[src/rtl/xbus_pkg.sv]
package xbus_pkg;

  typedef enum logic [1:0] {
    PH_IDLE = 2'd0,
    PH_ADDR = 2'd1,
    PH_DATA = 2'd2,
    PH_TURN = 2'd3
  } phase_t;

  localparam int CTL_W    = 8;
  localparam int OFF_BIT  = 7;
  localparam int WAIT_MSB = 5;
  localparam int WAIT_LSB = 4;
  localparam int MODE_MSB = 1;
  localparam int MODE_LSB = 0;
  localparam logic [CTL_W-1:0] CTL_MASK = 8'hB3;

  // wait field counts downward: all-ones means no extra cycles
  function automatic logic [1:0] wait_from_field(input logic [1:0] f);
    return ~f;
  endfunction

endpackage

[src/rtl/xbus_ctlreg.sv]
module xbus_ctlreg
  import xbus_pkg::*;
(
  input  logic             clk,
  input  logic             rst,
  input  logic             we,
  input  logic [CTL_W-1:0] wdata,
  output logic [CTL_W-1:0] rdata,
  output logic             bus_off,
  output logic [1:0]       wait_cnt,
  output logic [1:0]       wmode
);

  logic [CTL_W-1:0] ctl_q;

  always_ff @(posedge clk) begin
    if (rst)     ctl_q <= '0;
    else if (we) ctl_q <= wdata & CTL_MASK;
  end

  assign rdata    = ctl_q;
  assign bus_off  = ctl_q[OFF_BIT];
  assign wait_cnt = wait_from_field(ctl_q[WAIT_MSB:WAIT_LSB]);
  assign wmode    = ctl_q[MODE_MSB:MODE_LSB];

  assert_readback_R2: assert property (@(posedge clk) disable iff (rst)
    we |=> rdata == ($past(wdata) & CTL_MASK));

endmodule

[src/rtl/xbus_seq.sv]
module xbus_seq
  import xbus_pkg::*;
#(
  parameter int WAIT_W = 2
) (
  input  logic              clk,
  input  logic              rst,
  input  logic              req,
  input  logic              bus_ok,
  input  logic [WAIT_W-1:0] wait_cnt,
  output phase_t            phase_q,
  output logic              start,
  output logic              bypass,
  output logic              last_data
);

  logic [WAIT_W-1:0] cnt_q;
  logic [WAIT_W-1:0] len_q;
  logic [WAIT_W-1:0] wait_cap;

  assign start     = (phase_q == PH_IDLE) && req && bus_ok;
  assign bypass    = (phase_q == PH_IDLE) && req && !bus_ok;
  assign last_data = (phase_q == PH_DATA) && (cnt_q == '0);

  always_ff @(posedge clk) begin
    if (rst) begin
      phase_q <= PH_IDLE;
      cnt_q   <= '0;
    end else begin
      unique case (phase_q)
        PH_IDLE: begin
          if (start) begin
            phase_q <= PH_ADDR;
            cnt_q   <= wait_cnt;
          end else if (bypass) begin
            phase_q <= PH_TURN;
          end
        end
        PH_ADDR: phase_q <= PH_DATA;
        PH_DATA: begin
          if (cnt_q == '0) phase_q <= PH_TURN;
          else             cnt_q   <= cnt_q - WAIT_W'(1);
        end
        PH_TURN: phase_q <= PH_IDLE;
        default: phase_q <= PH_IDLE;
      endcase
    end
  end

  // independent length counter for the data-phase check
  always_ff @(posedge clk) begin
    if (rst) begin
      len_q    <= '0;
      wait_cap <= '0;
    end else if (start) begin
      len_q    <= '0;
      wait_cap <= wait_cnt;
    end else if (phase_q == PH_DATA) begin
      len_q <= len_q + WAIT_W'(1);
    end
  end

  assert_wait_len_R5: assert property (@(posedge clk) disable iff (rst)
    last_data |-> len_q == wait_cap);

  assert_addr_once_R4: assert property (@(posedge clk) disable iff (rst)
    phase_q == PH_ADDR |=> phase_q == PH_DATA);

  assert_turn_once_R4: assert property (@(posedge clk) disable iff (rst)
    phase_q == PH_TURN |=> phase_q == PH_IDLE);

endmodule

[src/rtl/xbus_datapath.sv]
module xbus_datapath #(
  parameter int ADDR_W = 20,
  parameter int BYTE_W = 8,
  localparam int DATA_W = 2 * BYTE_W
) (
  input  logic              clk,
  input  logic              rst,
  input  logic              start,
  input  logic              bypass,
  input  logic              last_data,
  input  logic              wide,
  input  logic [1:0]        wmode,
  input  logic              req_we,
  input  logic              req_hi,
  input  logic [ADDR_W-1:0] req_addr,
  input  logic [BYTE_W-1:0] req_wdata,
  input  logic [DATA_W-1:0] ad_in,
  output logic [ADDR_W-1:0] op_addr,
  output logic              op_we,
  output logic [DATA_W-1:0] op_data,
  output logic              op_wrh,
  output logic              op_wrl,
  output logic              op_ub,
  output logic              op_lb,
  output logic [BYTE_W-1:0] rdata
);

  logic [BYTE_W-1:0] lo_q;
  logic [DATA_W-1:0] data_d;
  logic              wrh_d, wrl_d, ub_d, lb_d;
  logic              a0;
  logic              accept;

  assign a0     = req_addr[0];
  assign accept = start || bypass;

  always_comb begin
    data_d = {req_wdata, req_wdata};
    wrh_d  = 1'b0;
    wrl_d  = 1'b0;
    ub_d   = 1'b0;
    lb_d   = 1'b0;
    if (!wide) begin
      data_d = {{BYTE_W{1'b0}}, req_wdata};
      wrl_d  = req_we;
    end else if (req_we) begin
      if (wmode[1]) begin
        data_d = {req_wdata, lo_q};
        wrh_d  = 1'b1;
        ub_d   = 1'b1;
        lb_d   = 1'b1;
      end else if (wmode[0]) begin
        wrh_d = 1'b1;
        ub_d  = a0;
        lb_d  = !a0;
      end else begin
        wrh_d = a0;
        wrl_d = !a0;
      end
    end
  end

  always_ff @(posedge clk) begin
    if (rst) begin
      op_addr <= '0;
      op_we   <= 1'b0;
      op_data <= '0;
      op_wrh  <= 1'b0;
      op_wrl  <= 1'b0;
      op_ub   <= 1'b0;
      op_lb   <= 1'b0;
    end else if (start) begin
      op_addr <= req_addr;
      op_we   <= req_we;
      op_data <= data_d;
      op_wrh  <= wrh_d;
      op_wrl  <= wrl_d;
      op_ub   <= ub_d;
      op_lb   <= lb_d;
    end
  end

  always_ff @(posedge clk) begin
    if (rst)                            lo_q <= '0;
    else if (accept && req_we && !req_hi) lo_q <= req_wdata;
  end

  always_ff @(posedge clk) begin
    if (rst) begin
      rdata <= '0;
    end else if (bypass && !req_we) begin
      rdata <= '0;
    end else if (last_data && !op_we) begin
      if (wide && op_addr[0]) rdata <= ad_in[DATA_W-1:BYTE_W];
      else                    rdata <= ad_in[BYTE_W-1:0];
    end
  end

  assert_low_latch_R10: assert property (@(posedge clk) disable iff (rst)
    (accept && req_we && !req_hi) |=> lo_q == $past(req_wdata));

endmodule

[src/rtl/xbus_pins.sv]
module xbus_pins
  import xbus_pkg::*;
#(
  parameter int ADDR_W = 20,
  parameter int BYTE_W = 8,
  localparam int DATA_W = 2 * BYTE_W
) (
  input  phase_t            phase_q,
  input  logic              bus_off,
  input  logic              wide,
  input  logic [ADDR_W-1:0] op_addr,
  input  logic              op_we,
  input  logic [DATA_W-1:0] op_data,
  input  logic              op_wrh,
  input  logic              op_wrl,
  input  logic              op_ub,
  input  logic              op_lb,
  output logic [ADDR_W-1:0] ad_out,
  output logic [ADDR_W-1:0] ad_oe,
  output logic              ale,
  output logic              oe,
  output logic              wrh,
  output logic              wrl,
  output logic              ub,
  output logic              lb
);

  localparam logic [ADDR_W-1:0] WIDE_M   = ADDR_W'({DATA_W{1'b1}});
  localparam logic [ADDR_W-1:0] NARROW_M = ADDR_W'({BYTE_W{1'b1}});

  logic [ADDR_W-1:0] dmask;
  assign dmask = wide ? WIDE_M : NARROW_M;

  always_comb begin
    ad_out = '0;
    ad_oe  = '0;
    ale    = 1'b0;
    oe     = 1'b0;
    wrh    = 1'b0;
    wrl    = 1'b0;
    ub     = 1'b0;
    lb     = 1'b0;
    if (!bus_off) begin
      unique case (phase_q)
        PH_ADDR: begin
          ad_out = op_addr;
          ad_oe  = '1;
          ale    = 1'b1;
        end
        PH_DATA: begin
          ad_out = (op_addr & ~dmask) | (ADDR_W'(op_data) & dmask);
          ad_oe  = op_we ? '1 : ~dmask;
          oe     = !op_we;
          wrh    = op_wrh;
          wrl    = op_wrl;
          ub     = op_ub;
          lb     = op_lb;
        end
        default: ;
      endcase
    end
  end

endmodule

[src/rtl/xbus_ctrl.sv]
module xbus_ctrl
  import xbus_pkg::*;
#(
  parameter int ADDR_W = 20,
  parameter int BYTE_W = 8,
  localparam int DATA_W = 2 * BYTE_W
) (
  input  logic              clk,
  input  logic              rst,
  input  logic              wide_bus,
  input  logic              ctl_we,
  input  logic [CTL_W-1:0]  ctl_wdata,
  output logic [CTL_W-1:0]  ctl_rdata,
  input  logic              req,
  input  logic              req_we,
  input  logic              req_hi,
  input  logic [ADDR_W-1:0] req_addr,
  input  logic [BYTE_W-1:0] req_wdata,
  output logic              done,
  output logic [BYTE_W-1:0] rdata,
  input  logic [DATA_W-1:0] ad_in,
  output logic [ADDR_W-1:0] ad_out,
  output logic [ADDR_W-1:0] ad_oe,
  output logic              ale,
  output logic              oe,
  output logic              wrh,
  output logic              wrl,
  output logic              ub,
  output logic              lb,
  output logic              pins_io
);

  logic              bus_off;
  logic [1:0]        wait_cnt;
  logic [1:0]        wmode;
  phase_t            phase_q;
  logic              start, bypass, last_data, bus_ok, skip;
  logic [ADDR_W-1:0] op_addr;
  logic              op_we, op_wrh, op_wrl, op_ub, op_lb;
  logic [DATA_W-1:0] op_data;

  // word mode: a low-latch write only loads the latch
  assign skip    = wide_bus && wmode[1] && req_we && !req_hi;
  assign bus_ok  = !bus_off && !skip;
  assign done    = (phase_q == PH_TURN);
  assign pins_io = bus_off;

  xbus_ctlreg u_ctl (
    .clk(clk), .rst(rst), .we(ctl_we), .wdata(ctl_wdata), .rdata(ctl_rdata),
    .bus_off(bus_off), .wait_cnt(wait_cnt), .wmode(wmode)
  );

  xbus_seq #(.WAIT_W(2)) u_seq (
    .clk(clk), .rst(rst), .req(req), .bus_ok(bus_ok), .wait_cnt(wait_cnt),
    .phase_q(phase_q), .start(start), .bypass(bypass), .last_data(last_data)
  );

  xbus_datapath #(.ADDR_W(ADDR_W), .BYTE_W(BYTE_W)) u_dp (
    .clk(clk), .rst(rst), .start(start), .bypass(bypass), .last_data(last_data),
    .wide(wide_bus), .wmode(wmode), .req_we(req_we), .req_hi(req_hi),
    .req_addr(req_addr), .req_wdata(req_wdata), .ad_in(ad_in),
    .op_addr(op_addr), .op_we(op_we), .op_data(op_data), .op_wrh(op_wrh),
    .op_wrl(op_wrl), .op_ub(op_ub), .op_lb(op_lb), .rdata(rdata)
  );

  xbus_pins #(.ADDR_W(ADDR_W), .BYTE_W(BYTE_W)) u_pins (
    .phase_q(phase_q), .bus_off(bus_off), .wide(wide_bus), .op_addr(op_addr),
    .op_we(op_we), .op_data(op_data), .op_wrh(op_wrh), .op_wrl(op_wrl),
    .op_ub(op_ub), .op_lb(op_lb), .ad_out(ad_out), .ad_oe(ad_oe), .ale(ale),
    .oe(oe), .wrh(wrh), .wrl(wrl), .ub(ub), .lb(lb)
  );

  assert_strobe_excl_R11: assert property (@(posedge clk) disable iff (rst)
    $onehot0({ale, oe, wrh || wrl}));

  assert_released_R3: assert property (@(posedge clk) disable iff (rst)
    pins_io |-> (ad_oe == '0 && !ale && !oe && !wrh && !wrl));

  assert_turn_quiet_R4: assert property (@(posedge clk) disable iff (rst)
    done |-> ad_oe == '0);

endmodule

[config.mk]
export PLATFORM = sky130hd
export DESIGN_NAME = xbus_ctrl
export DESIGN_NICKNAME = d
export VERILOG_FILES = /design/src/rtl/xbus_pkg.sv /design/src/rtl/xbus_ctlreg.sv /design/src/rtl/xbus_seq.sv /design/src/rtl/xbus_datapath.sv /design/src/rtl/xbus_pins.sv /design/src/rtl/xbus_ctrl.sv
export SDC_FILE = /design/constraint.sdc
export NUM_CORES = 1
export LEC_CHECK = 0
export ABC_AREA = 0
export BUFFER_PORTS_ARGS = -buffer_cell sky130_fd_sc_hd__buf_2
export CAP_MARGIN = 20
export CORE_MARGIN = 3
export CORE_UTILIZATION = 44
export DETAILED_ROUTE_END_ITERATION = 12
export PLACE_DENSITY = 0.76
export SLEW_MARGIN = 20
export SYNTH_ARGS = -nofsm -noshare
export SYNTH_HDL_FRONTEND = slang
export SYNTH_SLANG_ARGS = --single-unit
[constraint.sdc]
create_clock -name clk -period 2.6 [get_ports clk]
set_clock_uncertainty 0.2 [all_clocks]
set_input_delay 0.65 -clock clk [delete_from_list [all_inputs] [get_ports clk]]
set_output_delay 0.65 -clock clk [all_outputs]
set_load 0.005 [all_outputs]
# Word-level counts from Yosys, hierarchy flattened
# Index checks and enable logic that the tools add are counted.
[op_classes]
add_sub_neg = 1
n_eq_ne = 7
n_mux = 45
bitwise = 5
n_reduce_logical = 27
[op_table]
columns = ["op", "count"]
rows = [
  ["20-bit one-hot mux with 2 select lines", 2],
  ["20-bit 2-to-1 mux", 3],
  ["16-bit 2-to-1 mux", 2],
  ["1-bit 2-to-1 mux", 28],
  ["8-bit 2-to-1 mux", 3],
  ["16-bit by 20-bit AND with 20-bit output", 1],
  ["20-bit AND", 1],
  ["20-bit inverter", 1],
  ["20-bit OR", 1],
  ["1-bit logical AND", 13],
  ["2-bit 2-to-1 mux", 5],
  ["2-bit one-hot mux with 4 select lines", 1],
  ["1-bit logical NOT", 7],
  ["2-bit == test, second input constant", 2],
  ["2-bit logical NOT", 2],
  ["2-bit != test, second input constant", 2],
  ["2-bit one-hot mux with 2 select lines", 1],
  ["3-bit by 1-bit != test with 1-bit output, second input constant", 1],
  ["3-bit AND reduction", 1],
  ["2-bit by 1-bit == test with 1-bit output, second input constant", 1],
  ["2-bit by 1-bit != test with 1-bit output, second input constant", 1],
  ["2-bit inverter", 1],
  ["2-bit AND reduction", 1],
  ["2-bit nonzero test", 1],
  ["other kinds (3)", 3],
]
[totals]
regBits = 66
inputBits = 59
out_inout_bits = 64
word_cells = 97

# Logic depth before layout (Yosys ltp)
[logic_depth]
word_depth = 10
mapped_depth = 8
depth_no_buf = 6

# Cells and area by module
# A second synthesis with hierarchy kept.
[unflattened]
hier_cells = 381
area_unflattened_um2 = 3321.9
[by_module_without_submodules]
columns = ["module", "n_inst", "cells_per_inst", "area_per_inst_um2", "seq_area_each_um2"]
rows = [
  ["xbus_datapath", 1, 246, 2274.7, 1141.1],
  ["xbus_pins", 1, 73, 500.5, 0.0],
  ["xbus_seq", 1, 34, 284.0, 80.1],
  ["xbus_ctlreg", 1, 25, 236.5, 100.1],
  ["xbus_ctrl", 1, 3, 26.3, 0.0],
]

# Worst setup path before layout
# No wires, ideal clock.
[synth_path]
kind = "reg-to-output"
start = "reg u_seq.phase_q[0]"
end = "out ad_oe[10]"
t_arrival_ps = 1895
required_ps = 1750
setup_slack_ps = -145
stages_incl_launch_ff = 8
path_buffers = 3
cell_sequence = "dfxtp_1 -> inv_1 -> ha_1 -> clkbuf_1 -> buf_1 -> o21ai_0 -> a21oi_1 -> buf_4"
[synth_via]
elab_chain_cells = 3
elab_cells_between_ends = 4
cone_classes = "2 x eq/ne; 2 x mux"
[synth_rtl]
columns = ["element", "line_no", "rtl"]
rows = [
  ["start: declaration", "xbus_seq.sv:11", "output phase_t phase_q,"],
  ["start signal: assignment", "xbus_seq.sv:27", "phase_q <= PH_IDLE;"],
  ["start signal: assignment", "xbus_seq.sv:33", "phase_q <= PH_ADDR;"],
  ["start signal: assignment", "xbus_seq.sv:36", "phase_q <= PH_TURN;"],
  ["2-bit == test / 2-bit by 1-bit == test with 1-bit output (equally long branches)", "xbus_pins.sv:44", "unique case (phase_q)"],
  ["20-bit one-hot mux with 2 select lines *", "xbus_pins.sv:44", ""],
  ["20-bit 2-to-1 mux *", "xbus_pins.sv:43", "if (!bus_off) begin"],
  ["end: declaration", "xbus_ctrl.sv:23", "output logic [ADDR_W-1:0] ad_oe,"],
]
# Every way passes the cells marked *; elsewhere a longest branch is shown, timed or not.

# Final worst setup path
[layout_path]
start = "reg u_seq.phase_q[0]"
end = "out ad_out[2]"
[layout_via]
elab_chain_cells = 3
elab_cells_between_ends = 4
cone_classes = "2 x eq/ne; 2 x mux"
[layout_rtl]
columns = ["element", "line_no", "rtl"]
rows = [
  ["2-bit == test / 2-bit by 1-bit == test with 1-bit output (equally long branches)", "xbus_pins.sv:44", ""],
  ["20-bit one-hot mux with 2 select lines *", "xbus_pins.sv:44", ""],
  ["20-bit 2-to-1 mux *", "xbus_pins.sv:43", ""],
  ["end: declaration", "xbus_ctrl.sv:22", "output logic [ADDR_W-1:0] ad_out,"],
]
# Marks and branches as above.

==> results.cfg <==
[floorplan]
ios = 123
fp.coreArea_um2 = 6910
rows = 30
die_h_um = 91.1
die_w_um = 91.1
dieArea_um2 = 8310
initial_core_util_pct = 46.2

[cts]
clk_pin_slew_ns = 0.07
cts.path.max_buffers = 2
cts_root_buf = clkbuf_8
numCtsBuffers = 9
cts_tree = done
cts_sinks = 66
insertion_delay_ns = 0.34
htree_levels = 3

[setup_path]
required_ns = 1.75
arrival_ns = 1.72
ff2ff_path_depth = 7
crit_fanout = 6
endpoint_kind = primary output
worstSetupStartpointType = register
crit_type = register to primary output

[placed_design]
hpwl_mm = 6.22
io_buffers = 116
place_congestion = 0.799
post-place-cells = 592
pre_cts_slack_ns = 0.184

[layout]
finalNonFillerCells = 611
layout_common_cells = buf_2, nand2_1, dfxtp_1
diodes = 0
syn_to_final_growth_pct = 29.8
drive_gt1_share_pct = 34.2
final_common_cell = buf_2
final_nets = 575
n_fill_cell = 681

[min_path]
whs_path_depth = 2
min_path_type = register to register

[routing]
routed_via_density = 5.12
wl_per_cell_um = 13.8
ant_nets = 0
routed_wl_mm = 8.45
route.detailed.drc = 0
dr.pass1.iters = 4
drt_iter0_markers = 118
vias = 3130

[logic_synthesis]
syn_area_um2 = 3190
syn-mean-instance-area_um2 = 7.74
yosysSeqAreaShare_pct = 41.4
synth_edf_count = 0
synth_warnings = 0
syn-instance-count = 412
synth-seq-cells = 66
synthDistinctLibCells = 32
synth-async-reset-ratio_pct = 0
synth_ff_type = dfxtp_1

[sta]
slew_headroom_pct = 66.0
setup_tns_ns = 0
period_minus_slack_ns = 2.57
holdWs_ns = 0.249
finalSetupViolations = 0
fmax_mhz = 389
rsz0062_at_grt = yes
hold_violations = 0
worstMarginPinSlew_ns = 0.508
post-route-period-util_pct = 98.9
postLayoutSetupSlackWorst_ns = 0.0294
slew_viol_final = 0

[power_and_ir_drop]
power.total_mw = 4.03
power_leakage_nw = 1.88
ir_worst_vdd_uv = 538
power.density_nw_per_um2 = 974

[global_routing]
antenna_found_initial = 0
grt-ovfl-total = 0
grt_max_degree = 45
grt_pass1_vias = 2925
grtUsageTotal_pct = 19.8
grt_pass1_wl_mm = 13.4

[flow_run]
cap_violations = 0

[outcome]
outcome = complete, no violations
final timing paths:
path	start	to	slack (ns)
min	u_dp.op_lb	u_dp.op_lb	0.25
max reg2reg	u_seq.phase_q[0]	u_seq.cnt_q[1]	0.50
max	u_seq.phase_q[0]	ad_out[2]	0.03
min reg2reg	u_dp.op_lb	u_dp.op_lb	0.25
cells by family after synthesis:
kind of cell / share of synthesized area, %
AND/OR/NAND/NOR: 22.8
adder cells (fa/ha/maj): 2.35
other: 0.118
buffers and inverters: 10.6
multiplexers: 4.75
flip-flops: 41.4
AO/OA/AOI/OAI: 18.0
repair_timing:
item	4_1_cts	5_1_grt
setup buffers	0	3
resized for setup	10	22
hold buffers	0	0
pin swaps	1	4
setup endpoints to repair	28	40
power by group:
| part | internal (mW) | switching (mW) |
|---|---|---|
| clock network | 0.622 | 0.379 |
| logic | 0.765 | 0.954 |
| registers | 1.19 | 0.117 |
| total | 2.58 | 1.45 |
registers in the layout (all words and copies together) (netlist names):
register,flops
u_ctl.rdata,5
u_seq.cnt_q,2
u_dp.op_lb,1
u_dp.lo_q,8
u_dp.op_wrl,1
u_seq.phase_q,2
u_dp.rdata,8
u_dp.op_data,16
u_dp.op_ub,1
u_dp.op_addr,20
u_dp.op_wrh,1
u_dp.op_we,1
metrics by stage:
stage | area (um^2) | util (%)
3_5_place_dp | 3740 | 54.1
3_3_place_gp | 3740 | 54.1
6_report | 4140 | 59.9
4_1_cts | 4000 | 57.9
5_1_grt | 4140 | 59.9
2_1_floorplan | 3200 | -
critical path, stage by stage, from the launching register on:
cell	delay [ns]
dfxtp_4	0.37
clkinvlp_4	0.14
ha_4	0.32
nand2_4	0.06
buf_8	0.14
buf_12	0.13
nor2_1	0.10
buf_2	0.12
synth_stat cells, drive strengths merged (3+ instances only):
cell type	count	share of area, %
nor3	3	0.47
nand2	83	9.8
nand3	17	2.7
clkbuf	20	2.4
mux2i	14	4.4
a22oi	16	3.8
dfxtp	66	41
a21oi	47	7.4
buf	30	6.7
inv	13	1.5
o31ai	3	0.71
ha	6	2.4
or3	5	0.98
and2	10	2.0
a211oi	9	2.1
nor2	46	5.4
nor2b	3	0.59
a311oi	8	2.2
cell type report:
| cell class | count | area (um^2) | area share [%] |
|---|---|---|---|
| inverters | 13 | 52.6 | 1.27 |
| flip-flops and latches | 66 | 1330 | 32.0 |
| multi-input cells | 285 | 1660 | 40.0 |
| well taps | 96 | 120 | 2.90 |
| repair buffers | 135 | 747 | 18.0 |
| clock buffers | 13 | 169 | 4.08 |
| clock inverters | 3 | 68.8 | 1.66 |
per-layer routing:
metal / GRT usage (%) / routed length, um / vias up
met5: 0 / 0 / -
met4: 6.53 / 96 / 0
met3: 5.80 / 550 / 11
met2: 34.8 / 4220 / 95
met1: 22.9 / 3590 / 1457
li1: - / - / 1567
(Power assumes the default switching activity.)
